==> src/rtl/psd_pkg.sv <==
package psd_pkg;

  // Band select encoding on sw_sel
  typedef enum logic {
    BAND_WIDE   = 1'b0,   // larger modulus pair
    BAND_NARROW = 1'b1    // smaller modulus pair
  } band_e;

endpackage

==> src/rtl/psd_setting_guard.sv <==
// Combinational setting conditioning: clamps the swallow count below the
// main count and picks the prescaler modulus for the selected band.
module psd_setting_guard
  import psd_pkg::*;
#(
  parameter int A_W  = 7,
  parameter int N_W  = 11,
  parameter int P_LO = 32,
  parameter int P_HI = 64,
  parameter int PC_W = 7
) (
  input  logic            sw_sel,
  input  logic [A_W-1:0]  a_in,
  input  logic [N_W-1:0]  n_in,
  output logic [A_W-1:0]  a_eff,
  output logic [N_W-1:0]  n_eff,
  output logic [PC_W-1:0] p_eff,
  output logic            viol
);
  localparam int CW = (A_W > N_W) ? A_W : N_W;

  logic [CW-1:0] a_w;
  logic [CW-1:0] n_w;
  logic [CW-1:0] n_m1;
  band_e         band;

  assign a_w   = CW'(a_in);
  assign n_w   = CW'(n_in);
  assign n_m1  = n_w - CW'(1);
  assign viol  = (a_w >= n_w);
  assign a_eff = viol ? A_W'(n_m1) : a_in;
  assign n_eff = n_in;
  assign band  = band_e'(sw_sel);
  assign p_eff = (band == BAND_NARROW) ? PC_W'(P_LO) : PC_W'(P_HI);

endmodule

==> src/rtl/psd_prescaler.sv <==
// Dual-modulus prescaler model: one prescaler cycle lasts mod_p or mod_p+1
// input cycles; tick marks the last input cycle of a prescaler cycle.
module psd_prescaler #(
  parameter int PC_W = 7
) (
  input  logic            clk,
  input  logic            rst,
  input  logic            en,
  input  logic [PC_W-1:0] mod_p,
  input  logic            mc_next,
  output logic            tick
);
  logic [PC_W-1:0] pc_q;

  always_ff @(posedge clk) begin
    if (rst) begin
      pc_q <= '0;
    end else if (en) begin
      if (pc_q == '0) pc_q <= mc_next ? mod_p : (mod_p - PC_W'(1));
      else            pc_q <= pc_q - PC_W'(1);
    end
  end

  assign tick = (pc_q == '0);

endmodule

==> src/rtl/psd_count_ctrl.sv <==
// Swallow and main counters, active-setting registers, boundary control,
// pulse output and sticky setting error.
module psd_count_ctrl #(
  parameter int A_W  = 7,
  parameter int N_W  = 11,
  parameter int PC_W = 7
) (
  input  logic            clk,
  input  logic            rst,
  input  logic            en,
  input  logic            tick,
  input  logic [A_W-1:0]  a_eff,
  input  logic [N_W-1:0]  n_eff,
  input  logic [PC_W-1:0] p_eff,
  input  logic            viol,
  output logic [PC_W-1:0] mod_p,
  output logic            mc_next,
  output logic            mod_ctrl,
  output logic            fp_out,
  output logic            cfg_err,
  output logic            load,
  output logic            term
);
  logic            primed_q;
  logic [A_W-1:0]  sc_q;
  logic [N_W-1:0]  mcnt_q;
  logic [PC_W-1:0] p_act_q;
  logic            mc_q;
  logic            fp_q;
  logic            err_q;

  assign term    = primed_q & tick & (mcnt_q == N_W'(1));
  assign load    = en & (~primed_q | term);
  assign mod_p   = load ? p_eff : p_act_q;
  assign mc_next = load ? (a_eff != '0) : (sc_q > A_W'(1));

  always_ff @(posedge clk) begin
    if (rst) begin
      primed_q <= 1'b0;
      sc_q     <= '0;
      mcnt_q   <= '0;
      p_act_q  <= '0;
      mc_q     <= 1'b0;
      fp_q     <= 1'b0;
      err_q    <= 1'b0;
    end else begin
      fp_q <= en & term;
      if (load && viol) err_q <= 1'b1;
      if (load) begin
        primed_q <= 1'b1;
        sc_q     <= a_eff;
        mcnt_q   <= n_eff;
        p_act_q  <= p_eff;
        mc_q     <= (a_eff != '0);
      end else if (en && tick && primed_q) begin
        if (sc_q != '0) sc_q <= sc_q - A_W'(1);
        mcnt_q <= mcnt_q - N_W'(1);
        mc_q   <= (sc_q > A_W'(1));
      end
    end
  end

  assign mod_ctrl = mc_q;
  assign fp_out   = fp_q;
  assign cfg_err  = err_q;

endmodule

==> src/rtl/pulse_swallow_divider.sv <==
module pulse_swallow_divider #(
  parameter int A_W  = 7,
  parameter int N_W  = 11,
  parameter int P_LO = 32,
  parameter int P_HI = 64
) (
  input  logic           clk,
  input  logic           rst,
  input  logic           pwr_save,
  input  logic           sw_sel,
  input  logic [A_W-1:0] a_set,
  input  logic [N_W-1:0] n_set,
  output logic           fp_out,
  output logic           mod_ctrl,
  output logic           cfg_err
);
  localparam int P_MAX = (P_HI > P_LO) ? P_HI : P_LO;
  localparam int PC_W  = $clog2(P_MAX + 1);

  logic            en_w;
  logic [A_W-1:0]  a_eff_w;
  logic [N_W-1:0]  n_eff_w;
  logic [PC_W-1:0] p_eff_w;
  logic            viol_w;
  logic [PC_W-1:0] mod_p_w;
  logic            mc_next_w;
  logic            tick_w;
  logic            load_w;
  logic            term_w;

  assign en_w = ~pwr_save;

  psd_setting_guard #(
    .A_W(A_W), .N_W(N_W), .P_LO(P_LO), .P_HI(P_HI), .PC_W(PC_W)
  ) u_guard (
    .sw_sel (sw_sel),
    .a_in   (a_set),
    .n_in   (n_set),
    .a_eff  (a_eff_w),
    .n_eff  (n_eff_w),
    .p_eff  (p_eff_w),
    .viol   (viol_w)
  );

  psd_prescaler #(
    .PC_W(PC_W)
  ) u_presc (
    .clk     (clk),
    .rst     (rst),
    .en      (en_w),
    .mod_p   (mod_p_w),
    .mc_next (mc_next_w),
    .tick    (tick_w)
  );

  psd_count_ctrl #(
    .A_W(A_W), .N_W(N_W), .PC_W(PC_W)
  ) u_ctrl (
    .clk      (clk),
    .rst      (rst),
    .en       (en_w),
    .tick     (tick_w),
    .a_eff    (a_eff_w),
    .n_eff    (n_eff_w),
    .p_eff    (p_eff_w),
    .viol     (viol_w),
    .mod_p    (mod_p_w),
    .mc_next  (mc_next_w),
    .mod_ctrl (mod_ctrl),
    .fp_out   (fp_out),
    .cfg_err  (cfg_err),
    .load     (load_w),
    .term     (term_w)
  );

endmodule

==> config.mk <==
export PLATFORM = sky130hd
export DESIGN_NAME = pulse_swallow_divider
export DESIGN_NICKNAME = d
export VERILOG_FILES = /design/src/rtl/psd_pkg.sv /design/src/rtl/psd_setting_guard.sv /design/src/rtl/psd_prescaler.sv /design/src/rtl/psd_count_ctrl.sv /design/src/rtl/pulse_swallow_divider.sv
export SDC_FILE = /design/constraint.sdc
export NUM_CORES = 1
export LEC_CHECK = 0
export ABC_AREA = 1
export CAP_MARGIN = 15
export CORE_ASPECT_RATIO = 1.25
export CORE_UTILIZATION = 37
export CTS_BUF_LIST = sky130_fd_sc_hd__clkbuf_8
export DETAILED_ROUTE_END_ITERATION = 6
export DONT_BUFFER_PORTS = 1
export PLACE_DENSITY = 0.57
export SYNTH_ARGS = -nofsm -noshare
export SYNTH_HDL_FRONTEND = slang
export SYNTH_SLANG_ARGS = --single-unit
==> constraint.sdc <==
create_clock -name clk -period 3.2 [get_ports clk]
set_input_delay 0.96 -clock clk [delete_from_list [all_inputs] [get_ports clk]]
set_output_delay 0.96 -clock clk [all_outputs]
set_load 0.05 [all_outputs]
==> flow_summary.ini <==
[synthesis]
synth_flop_cell = sky130_fd_sc_hd__dfxtp_1
post_synth_instance_area_mm2 = 0.00268
number_of_instances_in_the_synthesized_netlist = 405
synth_seq_cells = 36
async_reset_ff_frac = 0
post_synthesis_net_count = 442
yosysWarnings = 0
ys_types = 36
post_synth_edffs = 0
post_synthesis_sequential_area_ratio = 0.269
post_synth.cell_area_avg_um2 = 6.61

[detailed_routing]
wl_per_cell_um = 13.3
routed-via-count = 2529
totalWireLength_um = 6620
detailedRoute.firstIterationViolations = 133
via_density_per_instance = 5.10
dr.pass1.iters = 4
final_antenna_violating_net_count = 0
remaining_drc_errors = 0

[timing]
max_slew_margin = 0.628
setup_slack_ns = 0.522
rsz0062_at_grt = no
finalCritPeriodShare = 0.837
final_period_minus_worst_setup_slack_ns = 2.68
clock_skew_ns = 0.00642
worst_slew_pin_slew_ns = 0.557
finalHoldViolations = 0
finalSetupTns_ns = 0
maxClockFrequency_mhz = 373
max_slew_violation_total_from_the_final_report = 0
setup_viol = 0

[power_and_ir_drop]
power.ir.vdd_worst_uv = 168
leakagePower_nw = 1.33
p_per_area_mw_per_mm2 = 510

[layout]
filler_cell_count = 775
nNetsFinal = 442
post_route_core_utilization = 0.410
multiInputGateArea_mm2 = 0.00170
area_growth_pct = 6.73
ff_latch_area_um2 = 721
antenna-diode-count = 0
fraction_of_layout_cells_with_a_size_suffix_above_1 = 0.0961
post_route_insts_no_fill = 496

[critical_path]
critPathRequiredTime_ns = 3.39
crit_end_category = flop
worst-r2r-cell-count = 13
cp_cell_sequence = inv_1 > ha_1 > nand2_1 > nand2_1 > nand2_1 > nand2_1 > nand2_1 > nand3_2 > nand2_1 > nand2_1 > nand2_1 > nor2_1 > nand2_1 > nand2_2 > nand2_2 > nor2_1 > o21ai_0 > nand2_1
r2r-end = u_presc.pc_q[0]
critical_path_at_ns = 2.86
worst_path_largest_cell_delay_ns = 0.30
critical_path_class = in2reg
crit_path_max_fanout = 8
worst_path_most_repeated_cell = sky130_fd_sc_hd__nand2_1
worst_setup_path_start_kind = input port
crit_slowest_cell = sky130_fd_sc_hd__ha_1
worstReg2RegStart = u_presc.pc_q[1]
setup.reg_to_reg.worst_slack_ns = 0.82

[clocking]
htree_levels = 2
cts-buffers-inserted = 5
cts_resized = 0
cts_tree = built
postCtsSetupRepairBufs = 0
cts-root-buf = sky130_fd_sc_hd__clkbuf_8
worst_setup_hold_path_clk_slew_ns = 0.08
number_of_buffers_added_to_fix_hold_violations_after_cts = 0
worstSkewPairLatency_ns = 0.29
clkSinkCount = 36
clockBufferDepth = 2

[run_status]
status = finished, final reports clean

[floorplanning]
die_width_um = 78.1
io_pins = 25
core_area_mm2 = 0.00698
design.die.area_mm2 = 0.00759
start_util = 0.384
fp-row-count = 34
die_height_um = 97.1

[placed_design]
globalplace.congestion = 0.909
dp_hpwl_um = 5040
number_of_placed_instances_with_taps_included = 488
port-buffer-count = 0
place_ws_ns = 0.229

[global_routing]
overflow = 0
grt_use_total = 0.188
grt_pass1_vias = 2532
grt_max_degree = 25
grt_pass1_wl_um = 11400
grt_antenna_before_repair = 0

[min_path]
worst_hold_path_cell_count = 2
hp-start = u_ctrl.mcnt_q[5]
worst_hold_path.endpoint = u_ctrl.mcnt_q[5]
min_path_type = reg2reg

[run]
max-cap-violations = 0
## cell usage in the layout, fill, tap and decap left out
cell type | netlist | final
sky130_fd_sc_hd__a21oi_1 | 25 | 25
sky130_fd_sc_hd__a21oi_2 | 2 | 2
sky130_fd_sc_hd__a221oi_1 | 2 | 2
sky130_fd_sc_hd__a31oi_1 | 4 | 4
sky130_fd_sc_hd__and2_1 | 1 | 1
sky130_fd_sc_hd__buf_4 | 0 | 2
sky130_fd_sc_hd__bufinv_16 | 0 | 1
sky130_fd_sc_hd__clkbuf_8 | 0 | 5
sky130_fd_sc_hd__clkinv_1 | 2 | 2
sky130_fd_sc_hd__clkinv_2 | 0 | 1
sky130_fd_sc_hd__clkinvlp_4 | 0 | 1
sky130_fd_sc_hd__dfxtp_1 | 36 | 36
sky130_fd_sc_hd__ha_1 | 15 | 15
sky130_fd_sc_hd__inv_1 | 47 | 47
sky130_fd_sc_hd__inv_2 | 4 | 4
sky130_fd_sc_hd__nand2_1 | 99 | 99
sky130_fd_sc_hd__nand2_2 | 3 | 3
sky130_fd_sc_hd__nand2_4 | 6 | 6
sky130_fd_sc_hd__nand3_1 | 22 | 22
sky130_fd_sc_hd__nand3_2 | 4 | 4
sky130_fd_sc_hd__nand4_1 | 9 | 9
sky130_fd_sc_hd__nor2_1 | 44 | 44
sky130_fd_sc_hd__nor2_2 | 1 | 1
sky130_fd_sc_hd__nor2_4 | 2 | 2
sky130_fd_sc_hd__nor2_8 | 1 | 1
sky130_fd_sc_hd__nor3_1 | 2 | 2
sky130_fd_sc_hd__nor4_1 | 1 | 1
sky130_fd_sc_hd__o211ai_1 | 4 | 4
sky130_fd_sc_hd__o21a_1 | 1 | 1
sky130_fd_sc_hd__o21ai_0 | 25 | 25
sky130_fd_sc_hd__o21ai_1 | 10 | 10
sky130_fd_sc_hd__o21ai_2 | 4 | 4
sky130_fd_sc_hd__o21bai_1 | 1 | 1
sky130_fd_sc_hd__o311ai_0 | 1 | 1
sky130_fd_sc_hd__o31ai_2 | 2 | 2
sky130_fd_sc_hd__or3_1 | 1 | 1
sky130_fd_sc_hd__xnor2_1 | 5 | 5
sky130_fd_sc_hd__xor2_1 | 10 | 10
## final cells by class
cell class / count / share of cell area
Timing Repair Buffer: 2 / 0.00525
Tap cell: 90 / 0.0394
Sequential cell: 36 / 0.252
Clock inverter: 3 / 0.0149
Inverter: 53 / 0.0696
Multi-Input combinational cell: 307 / 0.595
Clock buffer: 5 / 0.0241
## cell usage after synthesis (2+ instances only)
cell type,instances,share of area
sky130_fd_sc_hd__xor2_1,10,0.033
sky130_fd_sc_hd__a31oi_1,4,0.0093
sky130_fd_sc_hd__a21oi_2,2,0.0065
sky130_fd_sc_hd__xnor2_1,5,0.016
sky130_fd_sc_hd__o21ai_2,4,0.013
sky130_fd_sc_hd__nor3_1,2,0.0037
sky130_fd_sc_hd__nor2_4,2,0.0084
sky130_fd_sc_hd__nand2_1,99,0.14
sky130_fd_sc_hd__nand3_1,22,0.041
sky130_fd_sc_hd__inv_1,47,0.066
sky130_fd_sc_hd__nand3_2,4,0.015
sky130_fd_sc_hd__o211ai_1,4,0.011
sky130_fd_sc_hd__nand4_1,9,0.021
sky130_fd_sc_hd__nor2_1,44,0.062
sky130_fd_sc_hd__a221oi_1,2,0.0065
sky130_fd_sc_hd__o21ai_1,10,0.019
sky130_fd_sc_hd__o31ai_2,2,0.0093
sky130_fd_sc_hd__nand2_4,6,0.025
sky130_fd_sc_hd__dfxtp_1,36,0.27
sky130_fd_sc_hd__a21oi_1,25,0.047
sky130_fd_sc_hd__ha_1,15,0.070
sky130_fd_sc_hd__clkbuf_1,4,0.0056
sky130_fd_sc_hd__nand2_2,3,0.0070
sky130_fd_sc_hd__inv_2,4,0.0056
sky130_fd_sc_hd__clkinv_1,2,0.0028
sky130_fd_sc_hd__buf_2,2,0.0037
sky130_fd_sc_hd__o21ai_0,25,0.047
sky130_fd_sc_hd__buf_6,3,0.013
## registers in the layout, indices dropped and copies added, names as in the netlist
| register | count |
|---|---|
| u_ctrl.p_act_q | 7 |
| u_ctrl.fp_out | 1 |
| u_ctrl.primed_q | 1 |
| u_ctrl.mod_ctrl | 1 |
| u_ctrl.mcnt_q | 11 |
| u_ctrl.sc_q | 7 |
| u_presc.pc_q | 7 |
| u_ctrl.cfg_err | 1 |
## per-layer routing
metal,global-route usage,vias to the layer above,share of wire
met3,0.0441,11,0.048
met4,0.0684,0,0.016
met5,0,-,0
met2,0.343,58,0.51
li1,-,1318,-
met1,0.208,1142,0.43
## worst max-delay path by stage
stage | from | to | slack [ns] | cells past startpoint
floorplan | pwr_save | u_presc.pc_q[4] | 0.56 | 13
global placement | n_set[4] | u_presc.pc_q[1] | 0.25 | 18
detailed placement | n_set[4] | u_presc.pc_q[1] | 0.23 | 18
CTS | n_set[4] | u_presc.pc_q[1] | 0.53 | 18
global route | n_set[2] | u_presc.pc_q[1] | 0.19 | 16
finish | n_set[4] | u_presc.pc_q[1] | 0.52 | 18
## power breakdown
group	leakage, nW	switching, W	internal [W]
combinational	0.978	0.000312	0.000185
sequential	0.296	0.0000552	0.000496
clock	0.0541	0.000180	0.000231
## cell families after synthesis
family / Yosys count / synth area share
AO/OA/AOI/OAI: 81 / 0.177
XOR/XNOR: 15 / 0.0490
adder cells (fa/ha/maj): 15 / 0.0701
buffers and inverters: 62 / 0.0962
flip-flops: 36 / 0.269
AND/OR/NAND/NOR: 196 / 0.339
## metrics by stage
| stage | hold slack [ns] | total power, W | area, um2 |
|---|---|---|---|
| finish | 0.459 | 0.00146 | 2860 |
| global route | 0.489 | 0.00157 | 2860 |
| CTS | 0.463 | 0.00147 | 2860 |
| detailed placement | 0.451 | 0.00106 | 2750 |
| global placement | 0.444 | 0.00105 | 2750 |
| floorplan | 0.439 | 0.000968 | 2680 |
## critical path, delay by kind of cell
kind | cells | cell delay (ns)
AO/OA/AOI/OAI | 1 | 0.19
buffers and inverters | 1 | 0.04
adder cells (fa/ha/maj) | 1 | 0.30
AND/OR/NAND/NOR | 15 | 1.36
Note: power is estimated with default switching activity, not from simulation.
